===== src/rtl/tlbx_pkg.sv =====
package tlbx_pkg;

    // Slot life cycle: a slot is either empty or holds a mapping.
    typedef enum logic {
        SLOT_EMPTY  = 1'b0,
        SLOT_LOADED = 1'b1
    } slot_state_t;

    // Outcome class of one lookup.
    typedef enum logic [1:0] {
        LK_MISS  = 2'd0,
        LK_GRANT = 2'd1,
        LK_DENY  = 2'd2
    } lk_class_t;

endpackage


===== src/rtl/tlb_slot_bank.sv =====
module tlb_slot_bank
    import tlbx_pkg::*;
#(
    parameter int unsigned VPN_W     = 20,
    parameter int unsigned PFN_W     = 20,
    parameter int unsigned ENTRY_CNT = 8
) (
    input  logic             clk,
    input  logic             rst_n,
    input  logic             fill_en,
    input  logic [VPN_W-1:0] fill_vpn,
    input  logic [PFN_W-1:0] fill_pfn,
    input  logic             fill_rd,
    input  logic             fill_wr,
    input  logic             flush,
    output logic [VPN_W-1:0] slot_vpn [ENTRY_CNT],
    output logic [PFN_W-1:0] slot_pfn [ENTRY_CNT],
    output logic             slot_rd  [ENTRY_CNT],
    output logic             slot_wr  [ENTRY_CNT],
    output logic             slot_live[ENTRY_CNT]
);

    localparam int unsigned IDX_W = (ENTRY_CNT > 1) ? $clog2(ENTRY_CNT) : 1;

    logic [IDX_W-1:0] fill_idx;
    assign fill_idx = fill_vpn[IDX_W-1:0];

    for (genvar g = 0; g < ENTRY_CNT; g++) begin : g_slot
        slot_state_t st_q, st_d;
        logic        pick;

        assign pick = fill_en && (fill_idx == IDX_W'(g));

        // State register
        always_ff @(posedge clk) begin
            if (!rst_n) st_q <= SLOT_EMPTY;
            else        st_q <= st_d;
        end

        // Next-state: load / reload / drop
        always_comb begin
            st_d = st_q;
            unique case (st_q)
                SLOT_EMPTY:  if (pick) st_d = SLOT_LOADED;
                SLOT_LOADED: st_d = SLOT_LOADED;
                default:     st_d = SLOT_EMPTY;
            endcase
            if (flush) st_d = SLOT_EMPTY;
        end

        // Payload written on every fill aimed at this slot
        always_ff @(posedge clk) begin
            if (!rst_n) begin
                slot_vpn[g] <= '0;
                slot_pfn[g] <= '0;
                slot_rd[g]  <= 1'b0;
                slot_wr[g]  <= 1'b0;
            end else if (pick) begin
                slot_vpn[g] <= fill_vpn;
                slot_pfn[g] <= fill_pfn;
                slot_rd[g]  <= fill_rd;
                slot_wr[g]  <= fill_wr;
            end
        end

        assign slot_live[g] = (st_q == SLOT_LOADED);
    end

endmodule


===== src/rtl/tlb_probe.sv =====
module tlb_probe
    import tlbx_pkg::*;
#(
    parameter int unsigned VPN_W     = 20,
    parameter int unsigned PFN_W     = 20,
    parameter int unsigned ENTRY_CNT = 8
) (
    input  logic             req_write,
    input  logic [VPN_W-1:0] req_vpn,
    input  logic [VPN_W-1:0] slot_vpn [ENTRY_CNT],
    input  logic [PFN_W-1:0] slot_pfn [ENTRY_CNT],
    input  logic             slot_rd  [ENTRY_CNT],
    input  logic             slot_wr  [ENTRY_CNT],
    input  logic             slot_live[ENTRY_CNT],
    output lk_class_t        lk_class,
    output logic [PFN_W-1:0] lk_pfn
);

    localparam int unsigned IDX_W = (ENTRY_CNT > 1) ? $clog2(ENTRY_CNT) : 1;

    logic [IDX_W-1:0] idx;
    logic             tag_eq;
    logic             perm_ok;

    assign idx     = req_vpn[IDX_W-1:0];
    assign tag_eq  = slot_live[idx] && (slot_vpn[idx] == req_vpn);
    assign perm_ok = req_write ? slot_wr[idx] : slot_rd[idx];
    assign lk_pfn  = slot_pfn[idx];

    always_comb begin
        if (!tag_eq)      lk_class = LK_MISS;
        else if (perm_ok) lk_class = LK_GRANT;
        else              lk_class = LK_DENY;
    end

endmodule


===== src/rtl/xlat_tlb.sv =====
module xlat_tlb
    import tlbx_pkg::*;
#(
    parameter int unsigned VA_W      = 32,
    parameter int unsigned PA_W      = 32,
    parameter int unsigned OFS_W     = 12,
    parameter int unsigned ENTRY_CNT = 8
) (
    input  logic                  clk,
    input  logic                  rst_n,
    input  logic [VA_W-1:0]       req_vaddr,
    input  logic                  req_write,
    output logic [PA_W-1:0]       xl_paddr,
    output logic                  xl_hit,
    output logic                  xl_fault,
    input  logic                  fill_en,
    input  logic [VA_W-OFS_W-1:0] fill_vpn,
    input  logic [PA_W-OFS_W-1:0] fill_pfn,
    input  logic                  fill_rd,
    input  logic                  fill_wr,
    input  logic                  flush
);

    localparam int unsigned VPN_W = VA_W - OFS_W;
    localparam int unsigned PFN_W = PA_W - OFS_W;

    logic [VPN_W-1:0] slot_vpn [ENTRY_CNT];
    logic [PFN_W-1:0] slot_pfn [ENTRY_CNT];
    logic             slot_rd  [ENTRY_CNT];
    logic             slot_wr  [ENTRY_CNT];
    logic             slot_live[ENTRY_CNT];
    lk_class_t        lk_class;
    logic [PFN_W-1:0] lk_pfn;

    tlb_slot_bank #(
        .VPN_W(VPN_W), .PFN_W(PFN_W), .ENTRY_CNT(ENTRY_CNT)
    ) u_bank (
        .clk(clk), .rst_n(rst_n),
        .fill_en(fill_en), .fill_vpn(fill_vpn), .fill_pfn(fill_pfn),
        .fill_rd(fill_rd), .fill_wr(fill_wr), .flush(flush),
        .slot_vpn(slot_vpn), .slot_pfn(slot_pfn),
        .slot_rd(slot_rd), .slot_wr(slot_wr), .slot_live(slot_live)
    );

    tlb_probe #(
        .VPN_W(VPN_W), .PFN_W(PFN_W), .ENTRY_CNT(ENTRY_CNT)
    ) u_probe (
        .req_write(req_write), .req_vpn(req_vaddr[VA_W-1:OFS_W]),
        .slot_vpn(slot_vpn), .slot_pfn(slot_pfn),
        .slot_rd(slot_rd), .slot_wr(slot_wr), .slot_live(slot_live),
        .lk_class(lk_class), .lk_pfn(lk_pfn)
    );

    // Output process: decode the lookup class
    always_comb begin
        xl_hit   = 1'b0;
        xl_fault = 1'b0;
        xl_paddr = '0;
        unique case (lk_class)
            LK_MISS: ;
            LK_GRANT: begin
                xl_hit   = 1'b1;
                xl_paddr = {lk_pfn, req_vaddr[OFS_W-1:0]};
            end
            LK_DENY: begin
                xl_hit   = 1'b1;
                xl_fault = 1'b1;
            end
            default: ;
        endcase
    end

endmodule


===== config.mk =====
export PLATFORM = sky130hd
export DESIGN_NAME = xlat_tlb
export DESIGN_NICKNAME = d
export VERILOG_FILES = /design/src/rtl/tlbx_pkg.sv /design/src/rtl/tlb_slot_bank.sv /design/src/rtl/tlb_probe.sv /design/src/rtl/xlat_tlb.sv
export SDC_FILE = /design/constraint.sdc
export NUM_CORES = 1
export LEC_CHECK = 0
export BUFFER_PORTS_ARGS = -buffer_cell sky130_fd_sc_hd__buf_2
export CAP_MARGIN = 20
export CELL_PAD_IN_SITES_DETAIL_PLACEMENT = 1
export CELL_PAD_IN_SITES_GLOBAL_PLACEMENT = 1
export CORE_AREA = 2 2 229 231
export CTS_BUF_LIST = sky130_fd_sc_hd__clkbuf_8
export DETAILED_ROUTE_END_ITERATION = 7
export DIE_AREA = 0 0 231 233
export MAX_ROUTING_LAYER = met4
export PLACE_DENSITY = 0.5
export REMOVE_ABC_BUFFERS = 1
export SKIP_CTS_REPAIR_TIMING = 1
export SKIP_LAST_GASP = 1
export SLEW_MARGIN = 20
export SYNTH_ARGS = -nofsm -noshare
export SYNTH_HDL_FRONTEND = slang
export SYNTH_HIERARCHICAL = 1
export SYNTH_SLANG_ARGS = --single-unit

===== constraint.sdc =====
create_clock -name clk -period 7.15 [get_ports clk]
set_input_delay 1.0725 -clock clk [delete_from_list [all_inputs] [get_ports clk]]
set_output_delay 1.0725 -clock clk [all_outputs]
set_load 0.03 [all_outputs]

# After elaboration in Yosys (flattened, before gate mapping)

Cells that the tools add are included.
W data, S select, Z words.

Order comparisons: 1
Equality and inequality tests: 10
Mux-type cells: 37
Bitwise logic cells: 10
Reduce and logical (&&, ||, !) cells: 12

Operators by type and width:

| operator             | count |
|---|---|
| $bmux W20 S3         | 2 |
| $mux W20             | 4 |
| $mux W32             | 1 |
| $eq A20 B20 Y1       | 1 |
| $mux W1              | 17 |
| $pmux W1 S2          | 8 |
| $eq A3 B3 Y1 const B | 4 |
| $bmux W1 S3          | 3 |
| $logic_and A1 B1 Y1  | 9 |
| $not A1 Y1           | 9 |
| $eq A3 B2 Y1 const B | 2 |
| $ge A4 B4 Y1 const B | 1 |
| $mux W2              | 2 |
| $not A3 Y4           | 1 |
| $reduce_or A2 Y1     | 2 |
| $eq A3 B1 Y1 const B | 1 |
| $logic_not A3 Y1     | 1 |
| $eq A2 B1 Y1 const B | 1 |
| $eq A2 B2 Y1 const B | 1 |

Flip-flop bits (word level): 344
Input bits: 79
Output and inout port bits: 34

# Logic depth before layout (Yosys ltp)

Gate-level depths: netlist (run 1).

Depth after elaboration: 10
Gate-level depth with buffers: 13
Gate-level depth less buffers: 9

# Modules after synthesis

The synthesis (run 1) kept the hierarchy.

By module, submodules not included:

| module        | instances | cells an instance | area each (sq um) | sequential area each (sq um) |
|---|---|---|---|---|
| tlb_slot_bank | 1         | 1155              | 12169.2           | 6886.6 |
| tlb_probe     | 1         | 207               | 2771.4            | 0.0 |
| xlat_tlb      | 1         | 40                | 284.0             | 0.0 |

# Worst setup path after synthesis (run 1)

No wires, ideal clock.

Kind: input port to output port
Start: input port req_vaddr[13]
End: output port xl_paddr[20]
Arrival time: 3.398 ns
Required time: 6.077 ns
Path slack: 2.679 ns
Cell stages on the path: 11
Buffers on the path: 3
Cells stage by stage: buf_2 buf_4 mux4_2 mux2i_1 xor2_1 nand4_1 nor4_2 and4_1 ha_1 clkbuf_2 and2_1

Cells in the longest elaborated chain, start to end: 9
Elaborated cells between the ends (all ways): 23
Those cells by class: eq/ne: 2; mux: 19; bitwise: 1; reduce/logical: 1

RTL lines:

| element                                                                       | RTL line                         | text |
|---|---|---|
| start, declared                                                               | xlat_tlb.sv:11                   | `input logic [VA_W-1:0] req_vaddr,` |
| $not A3 Y4 (implied by the code)                                              | tlb_probe.sv:26, tlb_probe.sv:27 |  |
| $bmux W20 S3 / $bmux W1 S3 (equally long branches)                            | tlb_probe.sv:26, tlb_probe.sv:27 |  |
| $mux W20 (implied by the code) / $mux W1 (equally long branches) (2 in a row) | tlb_probe.sv:26, tlb_probe.sv:27 |  |
| $eq A20 B20 Y1 / $mux W1 (equally long branches)                              | tlb_probe.sv:26, tlb_probe.sv:27 |  |
| $logic_and A1 B1 Y1 / $mux W2 (equally long branches)                         | tlb_probe.sv:26, tlb_probe.sv:32 |  |
| $mux W2 *                                                                     | tlb_probe.sv:31                  | `if (!tag_eq) lk_class = LK_MISS;` |
| named net lk_class[0]                                                         | xlat_tlb.sv:32                   | `lk_class_t lk_class;` |
| $eq A2 B1 Y1 *                                                                | xlat_tlb.sv:59                   | `unique case (lk_class)` |
| $mux W32 *                                                                    | xlat_tlb.sv:59                   |  |
| end, declared                                                                 | xlat_tlb.sv:13                   | `output logic [PA_W-1:0] xl_paddr,` |

Mark *: on every way through the listed nets, which the timed path passes. The rest lies on a longest branch. The select of a mux whose other input is x is not followed.

# Worst setup path after layout (run 1)

Start: input port req_vaddr[14]
End: output port xl_paddr[19]

The elaborated chain is that of the path after synthesis.

==> results of run 1 <==
==> power by group <==
| part | internal (mW) | switching [mW] | total (mW) |
|---|---|---|---|
| sequential | 1.96 | 0.0200 | 1.98 |
| clock | 1.07 | 0.845 | 1.92 |
| combinational | 0.116 | 0.179 | 0.296 |
==> area by class of cell <==
| cell class | instances | area (µm²) |
|---|---|---|
| antenna | 2 | 5.00 |
| clock buffer | 83 | 1140 |
| clock inverter | 30 | 146 |
| fill | 5693 | 33600 |
| inverter | 13 | 48.8 |
| multi-input combinational | 927 | 7690 |
| sequential | 344 | 6890 |
| tap | 680 | 851 |
| timing repair buffer | 132 | 766 |
==> sequential cells by signal (all words and copies together) (netlist names) <==
signal / count
u_bank/slot_pfn: 160
u_bank/slot_vpn: 160
u_bank/g_slot.st_q: 8
u_bank/slot_rd: 8
u_bank/slot_wr: 8
==> critical path, stage by stage <==
cell	delay (ns)
buf_4	0.65
buf_4	0.46
mux4_2	0.36
mux2i_1	0.18
xor2_1	0.18
nand4_1	0.16
nor4_2	0.31
and4_1	0.25
ha_1	0.16
buf_4	0.36
and2_2	0.23
buf_2	0.19
==> layout by cell type, fill, tap and decap left out, types with 3 or more instances in the layout <==
master,n
nand2_1,351
clkbuf_8,83
xor2_1,9
xnor2_1,6
a21oi_1,10
a22o_1,5
nand4b_1,6
and4b_1,4
buf_4,20
and3_1,15
a22oi_1,4
dfxtp_1,344
o21a_1,10
buf_12,3
mux4_1,6
mux2i_1,351
mux2_2,20
clkinv_2,3
buf_2,108
inv_1,38
and2_1,7
mux4_2,61
nand4_1,4
a221oi_1,5
and2_2,27
==> final timing paths <==
check | startpoint | to | slack (ns)
max | req_vaddr[14] | xl_paddr[19] | 1.43
min | u_bank/g_slot[0].st_q | u_bank/g_slot[0].st_q | 0.44
max reg2reg | u_bank/slot_vpn[15] | u_bank/slot_vpn[15] | 6.51
min reg2reg | u_bank/g_slot[0].st_q | u_bank/g_slot[0].st_q | 0.44
==> per-layer routing <==
| layer | track usage | vias to the layer above | wire, µm |
|---|---|---|---|
| li1 | - | 5032 | - |
| met1 | 0.209 | 5120 | 20300 |
| met2 | 0.274 | 133 | 20500 |
| met3 | 0.0331 | 83 | 1210 |
| met4 | 0.0435 | 0 | 847 |
| met5 | - | - | 0 |
==> per-stage QoR <==
step,power (mW),instance area (µm²)
floorplan,2.17,14600
global placement,2.32,16200
detailed placement,2.32,16200
CTS,4.28,17500
global route,4.39,17500
finish,4.19,17500
==> cells by family after synthesis <==
group	after synthesis	synth area share
and+or+nand+nor	435	0.129
adders and majority gates	2	0.00164
buffers and inverters	131	0.0450
muxes	438	0.346
DFF	344	0.452
AOI/OAI and AO/OA	37	0.0173
xor gates and xnor gates	15	0.00863
==> run summary, run 1 <==
=================================================================================
Routability-driven placement congestion ratio                               0.677
Largest buffer count on any clock path                                          3
Unique masters post-synth                                                      43
Synthesis Warnings                                                              6
Number of enable-type register cells in the synthesized netlist                 0
Fraction of synthesis flops using an asynchronous set or reset pin              0
Number of vias after detailed routing                                       10400
Number of global-route vias before repair                                   11300
Synthesized instance count                                                   1402
Worst slack at placement                                                  1.35 ns
First-pass iteration count of the detailed router                               5
Total number of clock tree sinks                                              344
GRT Util Overall                                                            0.167
Share of the yosys chip area belonging to registers                         0.452
Total overflow reported by the global router                                    0
Final hold violations                                                           0
Status                                                               finished clean
Standard-cell row count                                                        83
Number of setup violations in the final report                                  0
I/O pin count                                                                 113
Number of buffers inserted by port buffering                                  112
CP Max Fanout                                                                  47
Number of cells on the worst reg-to-reg path                                    2
Critical Path End Type                                                output port
Least-Margin Pin Slew                                                     1.04 ns
Placeable core region                                                   51100 µm²
Clock insertion delay at the later pin of the skew report                 0.61 ns
Detail-routed net length per standard cell                                19.3 µm
RSZ-0062 raised after global routing                                           no
Vias per Instance                                                            4.69
Peak VDD IR                                                              0.129 mV
Power density of the placed cells                                      239 nW/µm²
Starting density of the core                                                0.298
Total negative slack for setup checks                                        0 ns
Final Worst Setup Slack                                                   1.43 ns
Maximum clock skew at final layout                                           0 ns
Layout area overhead                                                        15.2%
Required time of the worst setup path                                     6.08 ns
Detailed placement HPWL                                                  24100 µm
Non-Filler Instances                                                         2211
Nature of the critical path startpoint                                  input pin
Die ar.                                                                 53800 µm²
Worst-path clk slew                                                       0.05 ns
TritonCTS clock tree                                                         done
First-pass GRT wire length                                               67100 µm
Slew margin rel.                                                            0.305
Largest net degree at the start of global routing                             112
Worst hold slack across all endpoints                                    0.443 ns
Synth area leader                                                         dfxtp_1
Chip width                                                                 231 µm
Remaining routing DRC violations                                                0
Fmax                                                                      175 MHz
Vertical extent of the die                                                 233 µm
Clock tree root driver cell                                              clkbuf_8
Fraction of layout cells with a size suffix above 1                         0.219
Worst hold path type                                                      reg2reg
Crit Path Category                                                         in2out
Post-synth top area share                                                   0.452
CTS buffer count                                                               66
Hold Crit Depth                                                                 2
Number of antenna violations at the first check in global routing               2
Antenna Nets Post-Route                                                         0
WL final                                                                 42800 µm
Post-Synthesis Mean Instance Area                                        10.9 µm²
Synth Register Bits                                                           344
Util after Layout                                                           0.343
Post-layout nets                                                             1565
Drt initial violations                                                        412
Count of placed standard cells including taps                                2096
Top flip-flop cell by instance count after synthesis                      dfxtp_1
Post-synth top cells                                                 mux2i_1, nand2_1, dfxtp_1
Count of max-cap constraint violations                                          0
Final period utilization                                                    0.800
Total count of max-transition violations in the final report                    0
CTS H-tree lvls                                                                 3
Tmin final                                                                5.72 ns
Post-synthesis cell area                                                15200 µm²
Arrival time at the worst endpoint                                        4.64 ns
Leakage Power                                                             8.37 nW
Cells taking the most area after synthesis                           dfxtp_1, mux2i_1, mux4_2
=================================================================================
Power figures use the tool's default switching activity.
==> inputs of run 2 (changes only) <==
Clock period 7.15 ns to 6 ns, I/O delays scaled along.
==> run summary, run 2 (synthesized netlist as in run 1, its figures left out) <==
================================================================================
Status                                                              finished clean   unchanged
Total count of max-transition violations in the final report                   0   unchanged
Routability-driven placement congestion ratio                              0.680   was 0.677
Drt initial violations                                                       391   was 412
Arrival time at the worst endpoint                                       4.22 ns   was 4.64 ns
Crit Path Category                                                        in2out   unchanged
CTS H-tree lvls                                                                3   unchanged
I/O pin count                                                                113   unchanged
Starting density of the core                                               0.298   unchanged
Worst slack at placement                                                0.842 ns   was 1.35 ns
Number of vias after detailed routing                                      10400   about the same
Peak VDD IR                                                             0.131 mV   was 0.129 mV
Final period utilization                                                   0.854
Worst reg2reg endpoint                                              u_bank/slot_vpn[158]   was u_bank/slot_vpn[15]
Placeable core region                                                  51100 µm²   unchanged
Critical Path End Type                                               output port   unchanged
Antenna Nets Post-Route                                                        0   unchanged
Launching point of the worst reg2reg path                           u_bank/slot_vpn[158]   was u_bank/slot_vpn[15]
Detail-routed net length per standard cell                               19.2 µm   was 19.3 µm
Layout area overhead                                                       14.5%   was 15.2%
Commonest non-fill, non-tap cells in the layout                     nand2_1, mux2i_1, dfxtp_1, buf_2, clkbuf_8   unchanged
Die ar.                                                                53800 µm²   unchanged
Worst hold path type                                                     reg2reg   unchanged
Final Worst Setup Slack                                                 0.879 ns   was 1.43 ns
Tmin final                                                               5.12 ns
Clock insertion delay at the later pin of the skew report                0.59 ns   was 0.61 ns
Largest net degree at the start of global routing                            112   unchanged
Endpoint of the worst setup timing path                             xl_paddr[19]   unchanged
Fraction of layout cells with a size suffix above 1                        0.216   was 0.219
Required time of the worst setup path                                    5.10 ns   was 6.08 ns
Count of fill cells added during filler insertion                           5709   was 5693
Number of global-route vias before repair                                  11300   about the same
Post-layout nets                                                            1568   was 1565
Number of setup violations in the final report                                 0   unchanged
Fmax                                                                     195 MHz
First-pass GRT wire length                                              66900 µm   was 67100 µm
WL final                                                                42300 µm   was 42800 µm
Leakage Power                                                            8.33 nW   was 8.37 nW
Vertical extent of the die                                                233 µm   unchanged
Total overflow reported by the global router                                   0   unchanged
Power density of the placed cells                                     276 nW/µm²   was 239 nW/µm²
Standard-cell row count                                                       83   unchanged
Slew margin rel.                                                           0.295   was 0.305
First-pass iteration count of the detailed router                              4   was 5
Number of buffers inserted by port buffering                                 112   unchanged
Largest buffer count on any clock path                                         3   unchanged
Number of cells on the worst reg-to-reg path                                   2   unchanged
Number of antenna violations at the first check in global routing              0   was 2
GRT Util Overall                                                           0.166   was 0.167
Clock tree root driver cell                                             clkbuf_8   unchanged
TritonCTS clock tree                                                        done   unchanged
Chip width                                                                231 µm   unchanged
Register-to-register setup slack                                         5.36 ns   was 6.51 ns
Total negative slack for setup checks                                       0 ns   unchanged
# diodes                                                                       0   was 2
Least-Margin Pin Slew                                                    1.06 ns   was 1.04 ns
RSZ-0062 raised after global routing                                          no   unchanged
CP Max Fanout                                                                 37   was 47
Registers with the highest flip-flop counts                         u_bank/slot_pfn (160), u_bank/slot_vpn (160)   unchanged
Worst-path clk slew                                                      0.05 ns   about the same
Count of max-cap constraint violations                                         0   unchanged
Detailed placement HPWL                                                 24200 µm   was 24100 µm
Total number of clock tree sinks                                             344   unchanged
Final hold violations                                                          0   unchanged
Vias per Instance                                                           4.72   was 4.69
CTS buffer count                                                              66   unchanged
Nature of the critical path startpoint                                 input pin   unchanged
Maximum clock skew at final layout                                          0 ns   unchanged
Crit path launch                                                    req_vaddr[13]   was req_vaddr[14]
Remaining routing DRC violations                                               0   unchanged
================================================================================
-- run 2: cell types whose count changed in the layout (fill, tap and decap cells not counted) --
cell / previous run / this run
buf_4: 20 / 23
inv_1: 38 / 41
diode_2: 2 / 0
bufinv_16: 1 / 0
clkbuf_8: 83 / 75
clkinvlp_4: 1 / 2
-- run 2: routing by layer --
metal  wire length (µm)  global-route usage
met1              20100               0.210
met3               1310              0.0314
met4                736              0.0452
met5                  0                   -
met2              20200               0.271
-- run 2: where the power goes --
part           internal [mW]  switching, mW  total, mW
clock network           1.13          0.970       2.10
registers               2.34         0.0240       2.36
logic                  0.140          0.213      0.352
total                   3.60           1.21       4.81
-- run 2: metrics by stage --
step	hold WS (ns)	util	cell area, µm²	total power, mW	instances
floorplan	0.420	-	14600	2.58	1284
global route	0.471	0.341	17400	5.07	2207
CTS	0.449	0.341	17400	4.93	2207
detailed placement	0.440	0.318	16300	2.77	2099
finish	0.449	0.341	17400	4.81	2207
global placement	0.432	0.318	16300	2.77	2099
-- run 2: area by class of cell --
class	count	area [µm²]	area share
inverters	13	48.8	0.00280
multi-input cells	927	7690	0.441
clock buffers	75	1030	0.0592
repair buffers	135	788	0.0452
well taps	680	851	0.0488
flip-flops and latches	344	6890	0.395
clock inverters	33	135	0.00775
-- run 2: critical path, stage by stage --
cell,delay (ns)
buf_4,0.56
buf_4,0.54
mux4_2,0.37
mux4_2,0.54
and4b_1,0.31
inv_1,0.05
ha_1,0.17
buf_4,0.25
and2_2,0.26
buf_2,0.17
-- run 2: how the worst min path moves through the flow --
stage	depth (start not counted)	end	slack, ns	startpoint
2_1_floorplan	2	u_bank/slot_vpn[62]	0.42	u_bank/slot_vpn[62]
3_3_place_gp	2	u_bank/g_slot[1].st_q	0.43	u_bank/g_slot[1].st_q
3_5_place_dp	2	u_bank/g_slot[4].st_q	0.44	u_bank/g_slot[4].st_q
4_1_cts	2	u_bank/g_slot[4].st_q	0.45	u_bank/g_slot[4].st_q
5_1_grt	2	u_bank/g_slot[4].st_q	0.47	u_bank/g_slot[4].st_q
6_report	2	u_bank/g_slot[4].st_q	0.45	u_bank/g_slot[4].st_q
